**config.mk**
```make
export PLATFORM = sky130hd
export DESIGN_NAME = oport_bank
export DESIGN_NICKNAME = d
export VERILOG_FILES = /design/src/rtl/oport_pkg.sv /design/src/rtl/oport_rst_cond.sv /design/src/rtl/oport_decode.sv /design/src/rtl/oport_slot.sv /design/src/rtl/oport_bank.sv
export SDC_FILE = /design/constraint.sdc
export NUM_CORES = 1
export LEC_CHECK = 0
export BUFFER_PORTS_ARGS = -buffer_cell sky130_fd_sc_hd__buf_2
export CAP_MARGIN = 25
export CORE_MARGIN = 2
export CORE_UTILIZATION = 37
export DETAILED_ROUTE_END_ITERATION = 10
export GPL_TIMING_DRIVEN = 0
export MAX_ROUTING_LAYER = met4
export PLACE_DENSITY = 0.72
export SKIP_CTS_REPAIR_TIMING = 1
export SYNTH_ARGS = -nofsm -noshare
export SYNTH_HDL_FRONTEND = slang
export SYNTH_HIERARCHICAL = 1
export SYNTH_SLANG_ARGS = --single-unit
```
**constraint.sdc**
```tcl
create_clock -name clk -period 2 [get_ports clk]
set_input_delay 0.6 -clock clk [delete_from_list [all_inputs] [get_ports clk]]
set_output_delay 0.6 -clock clk [all_outputs]
set_load 0.02 [all_outputs]
```
**src/rtl/oport_pkg.sv**
```systemverilog
package oport_pkg;
    localparam int BYTE_W = 8;
    localparam int WIDTH_FIELD_W = 4;

    // Low-order mask of w ones within a byte (w may be 0..8).
    function automatic logic [BYTE_W-1:0] low_mask(input int w);
        return BYTE_W'((1 << w) - 1);
    endfunction

    // Packed reset image: upper field above lower field.
    function automatic logic [BYTE_W-1:0] pack_reset(input int hw, input int lw,
                                                     input logic [BYTE_W-1:0] hv,
                                                     input logic [BYTE_W-1:0] lv);
        return BYTE_W'((int'(hv & low_mask(hw)) << lw) | int'(lv & low_mask(lw)));
    endfunction
endpackage

```
**src/rtl/oport_rst_cond.sv**
```systemverilog
module oport_rst_cond #(
    parameter bit ACTIVE_LOW = 1'b0
) (
    input  logic rst_in,
    output logic rst_o
);
    generate
        if (ACTIVE_LOW) begin : g_low
            assign rst_o = ~rst_in;
        end else begin : g_high
            assign rst_o = rst_in;
        end
    endgenerate
endmodule

```
**src/rtl/oport_decode.sv**
```systemverilog
module oport_decode #(
    parameter int NUM_PORTS = 4,
    parameter logic [NUM_PORTS*8-1:0] PORT_IDS = '0
) (
    input  logic                 port_exec,
    input  logic [7:0]           port_sel,
    output logic [NUM_PORTS-1:0] hit
);
    generate
        for (genvar i = 0; i < NUM_PORTS; i++) begin : g_cmp
            assign hit[i] = port_exec && (port_sel == PORT_IDS[i*8 +: 8]);
        end
    endgenerate
endmodule

```
**src/rtl/oport_slot.sv**
```systemverilog
module oport_slot
    import oport_pkg::*;
#(
    parameter int              HW      = 0,
    parameter int              LW      = 8,
    parameter logic [7:0]      HI_RST  = 8'h00,
    parameter logic [7:0]      LO_RST  = 8'h00,
    parameter bit              HAS_STB = 1'b1
) (
    input  logic       clk,
    input  logic       rst,
    input  logic       hit,
    input  logic [7:0] data,
    output logic [7:0] hi_o,
    output logic [7:0] lo_o,
    output logic       stb_o
);
    localparam int         TW    = HW + LW;
    localparam logic [7:0] HMASK = low_mask(HW);
    localparam logic [7:0] LMASK = low_mask(LW);
    localparam logic [7:0] TMASK = low_mask(TW);
    localparam logic [7:0] RSTV  = pack_reset(HW, LW, HI_RST, LO_RST);

    generate
        if (TW > 0) begin : g_reg
            logic [7:0] pack_q;
            always_ff @(posedge clk) begin
                if (rst)
                    pack_q <= RSTV;
                else if (hit)
                    pack_q <= data & TMASK;
            end
            assign hi_o = (pack_q >> LW) & HMASK;
            assign lo_o = pack_q & LMASK;
        end else begin : g_noreg
            assign hi_o = 8'h00;
            assign lo_o = 8'h00;
        end

        if (HAS_STB) begin : g_stb
            logic stb_q;
            always_ff @(posedge clk) begin
                if (rst)
                    stb_q <= 1'b0;
                else
                    stb_q <= hit;
            end
            assign stb_o = stb_q;
        end else begin : g_nostb
            assign stb_o = 1'b0;
        end
    endgenerate
endmodule

```
**src/rtl/oport_bank.sv**
```systemverilog
module oport_bank #(
    parameter int                      NUM_PORTS        = 4,
    parameter logic [NUM_PORTS*8-1:0]  PORT_IDS         = {8'hFF, 8'h7F, 8'h11, 8'h00},
    parameter logic [NUM_PORTS*4-1:0]  HI_W             = {4'd4, 4'd0, 4'd3, 4'd0},
    parameter logic [NUM_PORTS*4-1:0]  LO_W             = {4'd2, 4'd0, 4'd5, 4'd8},
    parameter logic [NUM_PORTS*8-1:0]  HI_INIT          = {8'h00, 8'h00, 8'h05, 8'h00},
    parameter logic [NUM_PORTS*8-1:0]  LO_INIT          = {8'h00, 8'h00, 8'h0C, 8'hA5},
    parameter logic [NUM_PORTS-1:0]    STROBE_EN        = 4'b1101,
    parameter bit                      RESET_ACTIVE_LOW = 1'b0
) (
    input  logic                   clk,
    input  logic                   rst_in,
    input  logic                   port_exec,
    input  logic [7:0]             port_sel,
    input  logic [7:0]             port_data,
    output logic [NUM_PORTS*8-1:0] field_hi_o,
    output logic [NUM_PORTS*8-1:0] field_lo_o,
    output logic [NUM_PORTS-1:0]   strobe_o
);
    logic                 rst_int;
    logic [NUM_PORTS-1:0] hit;

    oport_rst_cond #(.ACTIVE_LOW(RESET_ACTIVE_LOW)) u_rst (
        .rst_in (rst_in),
        .rst_o  (rst_int)
    );

    oport_decode #(.NUM_PORTS(NUM_PORTS), .PORT_IDS(PORT_IDS)) u_dec (
        .port_exec (port_exec),
        .port_sel  (port_sel),
        .hit       (hit)
    );

    generate
        for (genvar i = 0; i < NUM_PORTS; i++) begin : g_port
            oport_slot #(
                .HW      (int'(HI_W[i*4 +: 4])),
                .LW      (int'(LO_W[i*4 +: 4])),
                .HI_RST  (HI_INIT[i*8 +: 8]),
                .LO_RST  (LO_INIT[i*8 +: 8]),
                .HAS_STB (STROBE_EN[i])
            ) u_slot (
                .clk   (clk),
                .rst   (rst_int),
                .hit   (hit[i]),
                .data  (port_data),
                .hi_o  (field_hi_o[i*8 +: 8]),
                .lo_o  (field_lo_o[i*8 +: 8]),
                .stb_o (strobe_o[i])
            );
        end
    endgenerate
endmodule

```
# ---- After elaboration in Yosys (flattened, before gate mapping)
# Cells that the tools add are included.
dict set report totals {
  in_bits 19
  elab_cells 14
  reg_bits 25
  out_inout_bits 68
}
dict set report op_classes {
  eq_ne 3
  reduce_logical 5
}
# cell n
set ops {}
lappend ops {{equality test 8 x 5 -> 1 bit (second input constant)} 1}
lappend ops {{equality test 8 x 7 -> 1 bit (second input constant)} 1}
lappend ops {{equality test 8 bit (second input constant)} 1}
lappend ops {{zero test 8 bit} 1}
lappend ops {{logical AND 1 bit} 4}

# ---- Longest topological paths before layout
# Gate-level depths: netlist of run 1.
dict set report logic_depth {
  ltp_word 2
  depth_mapped 5
  ltp_nobuf 4
}

# ---- Modules after synthesis
# The synthesis of run 1 kept the hierarchy.
# mod seq_area_each_um2 n_inst area_each_um2 cells_per_inst
set modules_own_cells {}
lappend modules_own_cells {{oport_slot at g_port[0].u_slot} 180.2 1 384.1 37}
lappend modules_own_cells {{oport_slot at g_port[1].u_slot} 160.2 1 367.9 36}
lappend modules_own_cells {{oport_slot at g_port[3].u_slot} 140.1 1 319.1 32}
lappend modules_own_cells {{oport_slot at g_port[2].u_slot} 20.0 1 157.7 19}
lappend modules_own_cells {oport_decode 0.0 1 63.8 10}
lappend modules_own_cells {oport_rst_cond 0.0 1 7.5 1}

# ---- Least setup slack after synthesis of run 1
# Ideal clock, no wire load.
dict set report synth_path {
  path_kind {input to register}
  startpoint {input port port_sel[6]}
  endpoint {register g_port[0].u_slot.g_reg.pack_q[2]}
  n_path_buf 1
  t_required_ns 1.880
  setup_time_ns 0.120
  stages 5
  setup_slack_ns -0.073
  t_arrival_ns 1.953
  cell_sequence {or4b_1 > nor4_2 > buf_6 > nor2b_2 > a211o_1}
}
dict set report synth_between {
  elab_chain_len 2
}
# element line_no
set synth_lines {}
lappend synth_lines {{start, declared} oport_bank.sv:14} ;# input logic [7:0] port_sel,
lappend synth_lines {{zero test 8 bit} oport_decode.sv:11} ;# assign hit[i] = port_exec && (port_sel == PORT_IDS[i*8 +: 8]);
lappend synth_lines {{logical AND 1 bit} oport_decode.sv:11}
lappend synth_lines {{net hit[0]} oport_bank.sv:21} ;# logic [NUM_PORTS-1:0] hit;
lappend synth_lines {{end signal, assigned} oport_slot.sv:31} ;# pack_q <= data & TMASK;
lappend synth_lines {{end, declared} oport_slot.sv:26} ;# logic [7:0] pack_q;
# The timed path passes the listed nets, and every way through them passes these cells.
# A chain may end at the register's enable or synchronous reset.

# ---- Worst setup path in the final report of run 1
# Ends and elaborated chain as after synthesis.

==> results of run 1 <==
==> cell families (layout without fill, tap and decap cells) <==
family	Yosys count	after routing
AND/OR/NAND/NOR	34	34
AO/OA/AOI/OAI	8	8
other	4	43
multiplexers	14	14
buffers and inverters	50	96
flip-flops	25	25
==> cell usage in the layout, fill, tap and decap left out, drive strengths merged <==
cell type	instances
nor4	1
a211o	8
nand4	2
conb	43
clkbuf	5
nor2b	10
or3	1
and2b	1
clkinvlp	1
mux2i	14
dfxtp	25
nor3	3
or4b	1
nand2	1
buf	89
inv	1
nor2	14
==> routing by layer <==
| metal | vias up | wire (um) |
|---|---|---|
| met2 | 40 | 1220 |
| li1 | 525 | - |
| met4 | 0 | 0 |
| met3 | 0 | 201 |
| met1 | 424 | 972 |
| met5 | - | 0 |
==> sequential cells by signal (all words and copies together), names as in the netlist <==
name,flops
g_port.u_slot/g_reg.pack_q,14
g_port.u_slot/lo_o,8
g_port.u_slot/stb_o,3
==> worst paths after layout <==
kind                                  from                        to  slack [ns]
setup reg to reg  g_port[0].u_slot/lo_o[0]  g_port[0].u_slot/lo_o[0]        1.20
hold reg to reg   g_port[0].u_slot/lo_o[6]  g_port[0].u_slot/lo_o[6]        0.51
setup / recovery               port_sel[6]  g_port[0].u_slot/lo_o[2]        0.14
hold / removal                port_data[7]  g_port[0].u_slot/lo_o[7]        0.49
==> stage by stage <==
| stage | instance area [um2] | instances | setup slack [ns] |
|---|---|---|---|
| finish | 1760 | 266 | 0.143 |
| global route | 1760 | 266 | 0.0492 |
| CTS | 1760 | 266 | 0.143 |
| detailed placement | 1730 | 262 | -0.225 |
| global placement | 1730 | 262 | -0.217 |
| floorplan | 1460 | 174 | 0.0125 |
==> area by class of cell <==
| class | instances | area, um2 |
|---|---|---|
| buffer | 49 | 372 |
| clock buffer | 3 | 22.5 |
| clock inverter | 1 | 7.51 |
| fill | 340 | 1600 |
| inverter | 1 | 3.75 |
| multi-input combinational | 99 | 588 |
| sequential | 25 | 500 |
| tap | 46 | 57.6 |
| timing repair buffer | 42 | 210 |
==> power by group through the flow <==
stage               Combinational, uW  Clock, uW  Sequential (uW)
floorplan                         150          0              511
global placement                  180          0              510
detailed placement                180          0              510
CTS                               181        245              499
global route                      196        260              500
finish                            183        229              499
==> worst register-to-register path, cell delays in order (launching register included) <==
cell and delay [ns]:
dfxtp_1 0.33, nor2b_1 0.12, a211o_2 0.26
==> flow_metrics.env, run 1 <==
export IMPL_outcome="finished, final reports clean"
export IMPL_postRouteWirelength_mm=2.39
export IMPL_ir_drop_mv=0.298
export IMPL_yosys_area_top_type="dfxtp_1"
export IMPL_synth_xor_area_share=0
export IMPL_path_delay_family="simple AND/OR/NAND/NOR gates"
export IMPL_synth_compound_area_frac=0.0549
export IMPL_post_synth_cell_area_avg_um2=9.63
export IMPL_cts_num_sinks=25
export IMPL_drtIter0Drc=5
export IMPL_critPathSlowestCell="or4b_4"
export IMPL_finalSetupViolCount=0
export IMPL_max_freq_ghz=0.538
export IMPL_power_leakage_uw=0.000894
export IMPL_fin_crit_ns=1.86
export IMPL_dp_hpwl_mm=1.93
export IMPL_synth_mux_area_frac=0.108
export IMPL_coreArea_um2=3360
export IMPL_clkTransAtPathRegs_ns=0.14
export IMPL_crit_cells=6
export IMPL_drc=0
export IMPL_crit_fanout=10
export IMPL_grt_first_pass_wirelength_mm=3.75
export IMPL_combPwrFrac=0.201
export IMPL_hp_class="input pin to register"
export IMPL_drv_cap=0
export IMPL_met1_usage=0.133
export IMPL_wl_per_cell_um=9.00
export IMPL_synth_seq_area_share=0.385
export IMPL_worstPathArrival_ns=2.09
export IMPL_antenna_cells=0
export IMPL_cts_tree="done"
export IMPL_fin_hold_ws_ns=0.494
export IMPL_crit_buf_inv=2
export IMPL_grtUsageTotal=0.120
export IMPL_slowest_delay_ns=0.56
export IMPL_vias=989
export IMPL_synthArstFlopShare=0
export IMPL_synth_warnings=6
export IMPL_p_total_uw=912
export IMPL_netlist_instances=135
export IMPL_finalSetupTns_ns=0
export IMPL_p_sw_frac=0.287
export IMPL_fin_crit_sh=0.929
export IMPL_intPower_uw=650
export IMPL_synth_seq_cells=25
export IMPL_first_pass_iters=4
export IMPL_clkLatencyLatePin_ns=0.31
export IMPL_busiest_layer="met2"
export IMPL_die_y_um=63.3
export IMPL_cts_buffer_depth=2
export IMPL_numCtsBuffers=3
export IMPL_root_buffer="clkbuf_4"
export IMPL_synth_most_common_cell="buf_4"
export IMPL_die_area_um2=4000
export IMPL_power_density_nw_per_um2=517
export IMPL_die_w_um=63.3
export IMPL_clock_skew_ns=0
export IMPL_synth_commonest_cells="buf_4, dfxtp_1, mux2i_1, nor2_1, a211o_1"
export IMPL_rsz0062_at_grt="false"
export IMPL_fin_nets=240
export IMPL_crit_chain="buf_2 -> or4b_4 -> nor4_4 -> buf_6 -> nor2b_2 -> a211o_1"
export IMPL_crit_path_end_kind="register"
export IMPL_final_core_util=0.524
export IMPL_synth_simple_area_share=0.152
export IMPL_drive_gt1_frac=0.459
export IMPL_met3_usage=0.0268
export IMPL_ant_nets=0
export IMPL_hold_depth=2
export IMPL_gp_routability_congestion=0.628
export IMPL_syn_to_final_growth_pct=35.5
export IMPL_grt_start_max_net_pins=16
export IMPL_grt_ovfl_total=0
export IMPL_synth_top_family_by_area="buffers and inverters"
export IMPL_synth_top_area_share=0.385
export IMPL_synth_top_flop_cell="dfxtp_1"
export IMPL_synthesis_area_um2=1300
export IMPL_cp_start_kind="input pin"
export IMPL_synth_adder_area_share=0
export IMPL_pwr_share_seq=0.548
export IMPL_synth_edff_count=0
export IMPL_maxSlewViolCount=0
export IMPL_cts_max_level=1
export IMPL_p_sw_uw=261
export IMPL_critPathKind="input pin to register"
export IMPL_hold_violations=0
export IMPL_synth_area_leaders="dfxtp_1, buf_4, mux2i_1"
export IMPL_start_util=0.387
export IMPL_grt_use_met2=0.213
export IMPL_portBuffers=42
export IMPL_grt_pass1_vias=883
export IMPL_ioPinCount=87
export IMPL_num_rows=21
export IMPL_clkPwrFrac=0.251
export IMPL_r2r_cells=2
export IMPL_avgViaCountPerCell=3.72
export IMPL_ys_types=20
export IMPL_cp_required_ns=2.23
export IMPL_grt_antenna_before_repair=0
No activity file was read; power rests on OpenSTA's default activity.
==> run 2, diff against run 1 <==
CELL_PAD_IN_SITES_DETAIL_PLACEMENT = 0   (was not set)
CELL_PAD_IN_SITES_GLOBAL_PLACEMENT = 1   (was not set)
CORE_UTILIZATION = 29   (was 37)
PLACE_DENSITY = 0.76   (was 0.72)
clock period = 1.9 ns   (was 2 ns; I/O delays follow)
==> run 2 against run 1 <==
Combinational power is 7% higher. Register-to-register slack worse by 0.08 ns. Core utilization is 10 points lower. Largest power group unchanged. Critical path type unchanged. Wire length is 6.8% higher. Via count is 0.10% lower. Cell count is 3.8% higher. Non-clock buffer count is 4 higher. First-iteration DRC count grew to 4.4 times the previous value. Critical endpoint is now g_port[0].u_slot/lo_o[6].
==> flow_metrics.env, run 2 (same netlist as run 1, synthesis figures left out) <==
export IMPL_outcome="finished, final reports clean"
export IMPL_drtIter0Drc=22
export IMPL_power_leakage_uw=0.000929
export IMPL_grt_first_pass_wirelength_mm=3.66
export IMPL_cp_start_kind="input pin"
export IMPL_antenna_cells=0
export IMPL_grt_pass1_vias=825
export IMPL_fin_crit_ns=1.87
export IMPL_drive_gt1_frac=0.464
export IMPL_largest_reg_flops=14
export IMPL_start_util=0.301
export IMPL_die_area_um2=5030
export IMPL_clkLatencyLatePin_ns=0.26
export IMPL_ioPinCount=87
export IMPL_cts_num_sinks=25
export IMPL_finalSetupTns_ns=0
export IMPL_postRouteWirelength_mm=2.56
export IMPL_grt_start_max_net_pins=14
export IMPL_crit_fanout=5
export IMPL_power_density_nw_per_um2=565
export IMPL_fin_hold_ws_ns=0.497
export IMPL_crit_path_end_kind="register"
export IMPL_grtUsageTotal=0.0959
export IMPL_cts_max_level=1
export IMPL_cp_required_ns=2.04
export IMPL_wl_per_cell_um=9.26
export IMPL_portBuffers=42
export IMPL_die_w_um=71.0
export IMPL_hp_class="register to register"
export IMPL_fin_nets=244
export IMPL_grt_ovfl_total=0
export IMPL_drc=0
export IMPL_root_buffer="clkbuf_8"
export IMPL_worstPathArrival_ns=2.01
export IMPL_gp_routability_congestion=0.699
export IMPL_hold_violations=0
export IMPL_grt_antenna_before_repair=0
export IMPL_drv_cap=0
export IMPL_layout_cells_most_common="buf_4"
export IMPL_avgViaCountPerCell=3.58
export IMPL_cts_tree="done"
export IMPL_clock_skew_ns=0
export IMPL_dp_hpwl_mm=2.00
export IMPL_final_cell_mix="buf_4, conb_1, buf_2"
export IMPL_max_freq_ghz=0.535
export IMPL_largest_register="g_port.u_slot/g_reg.pack_q"
export IMPL_clkTransAtPathRegs_ns=0.08
export IMPL_vias=988
export IMPL_maxSlewViolCount=0
export IMPL_ant_nets=0
export IMPL_numCtsBuffers=3
export IMPL_coreArea_um2=4320
export IMPL_num_rows=24
export IMPL_critPathKind="input pin to register"
export IMPL_first_pass_iters=4
export IMPL_cts_buffer_depth=2
export IMPL_die_y_um=71.0
export IMPL_fin_crit_sh=0.984
export IMPL_ir_drop_mv=0.227
export IMPL_finalSetupViolCount=0
export IMPL_syn_to_final_growth_pct=40.3
## run 2: final cells by class
| class | count | area [um2] |
|---|---|---|
| Sequential cell | 25 | 500 |
| Multi-Input combinational cell | 99 | 588 |
| Timing Repair Buffer | 46 | 250 |
| Fill cell | 442 | 2500 |
| Buffer | 49 | 372 |
| Tap cell | 52 | 65.1 |
| Clock buffer | 4 | 45.0 |
| Inverter | 1 | 3.75 |
## run 2: critical path, cell delays in order
cell	delay (ns)
buf_6	0.09
or4b_4	0.55
nor4_4	0.36
buf_6	0.19
mux2i_1	0.19
nor2_1	0.06
## run 2: power by group
| group | switching, uW | internal, uW | leakage [uW] |
|---|---|---|---|
| Combinational | 114 | 81.6 | 0.000704 |
| Clock | 160 | 150 | 0.0000228 |
| Sequential | 0.335 | 524 | 0.000202 |
| Total | 275 | 755 | 0.000929 |
## run 2: worst paths after layout
check | from | endpoint | slack, ns | cells after the start
worst max-delay path | port_sel[6] | g_port[0].u_slot/lo_o[6] | 0.03 | 6
worst min-delay path | g_port[1].u_slot/g_reg.pack_q[6] | g_port[1].u_slot/g_reg.pack_q[6] | 0.50 | 2
worst max register to register | g_port[1].u_slot/g_reg.pack_q[3] | g_port[1].u_slot/g_reg.pack_q[3] | 1.12 | 2
worst min register to register | g_port[1].u_slot/g_reg.pack_q[6] | g_port[1].u_slot/g_reg.pack_q[6] | 0.50 | 2
## run 2: per-stage QoR
step | utilization | std cells | area (um2) | worst slack (ns) | power [uW]
floorplan | - | 174 | 1460 | -0.0575 | 696
global placement | 0.402 | 268 | 1740 | -0.278 | 728
detailed placement | 0.402 | 268 | 1740 | -0.287 | 728
CTS | 0.413 | 272 | 1780 | -0.00560 | 1040
global route | 0.422 | 276 | 1820 | -0.0350 | 1090
finish | 0.422 | 276 | 1820 | 0.0302 | 1030
## run 2: layer usage
metal,vias up,GRT usage,part of all wire
met5,-,-,0
met4,0,0.0440,0.011
met1,415,0.110,0.40
li1,528,-,-
met3,2,0.0228,0.099
met2,43,0.159,0.49
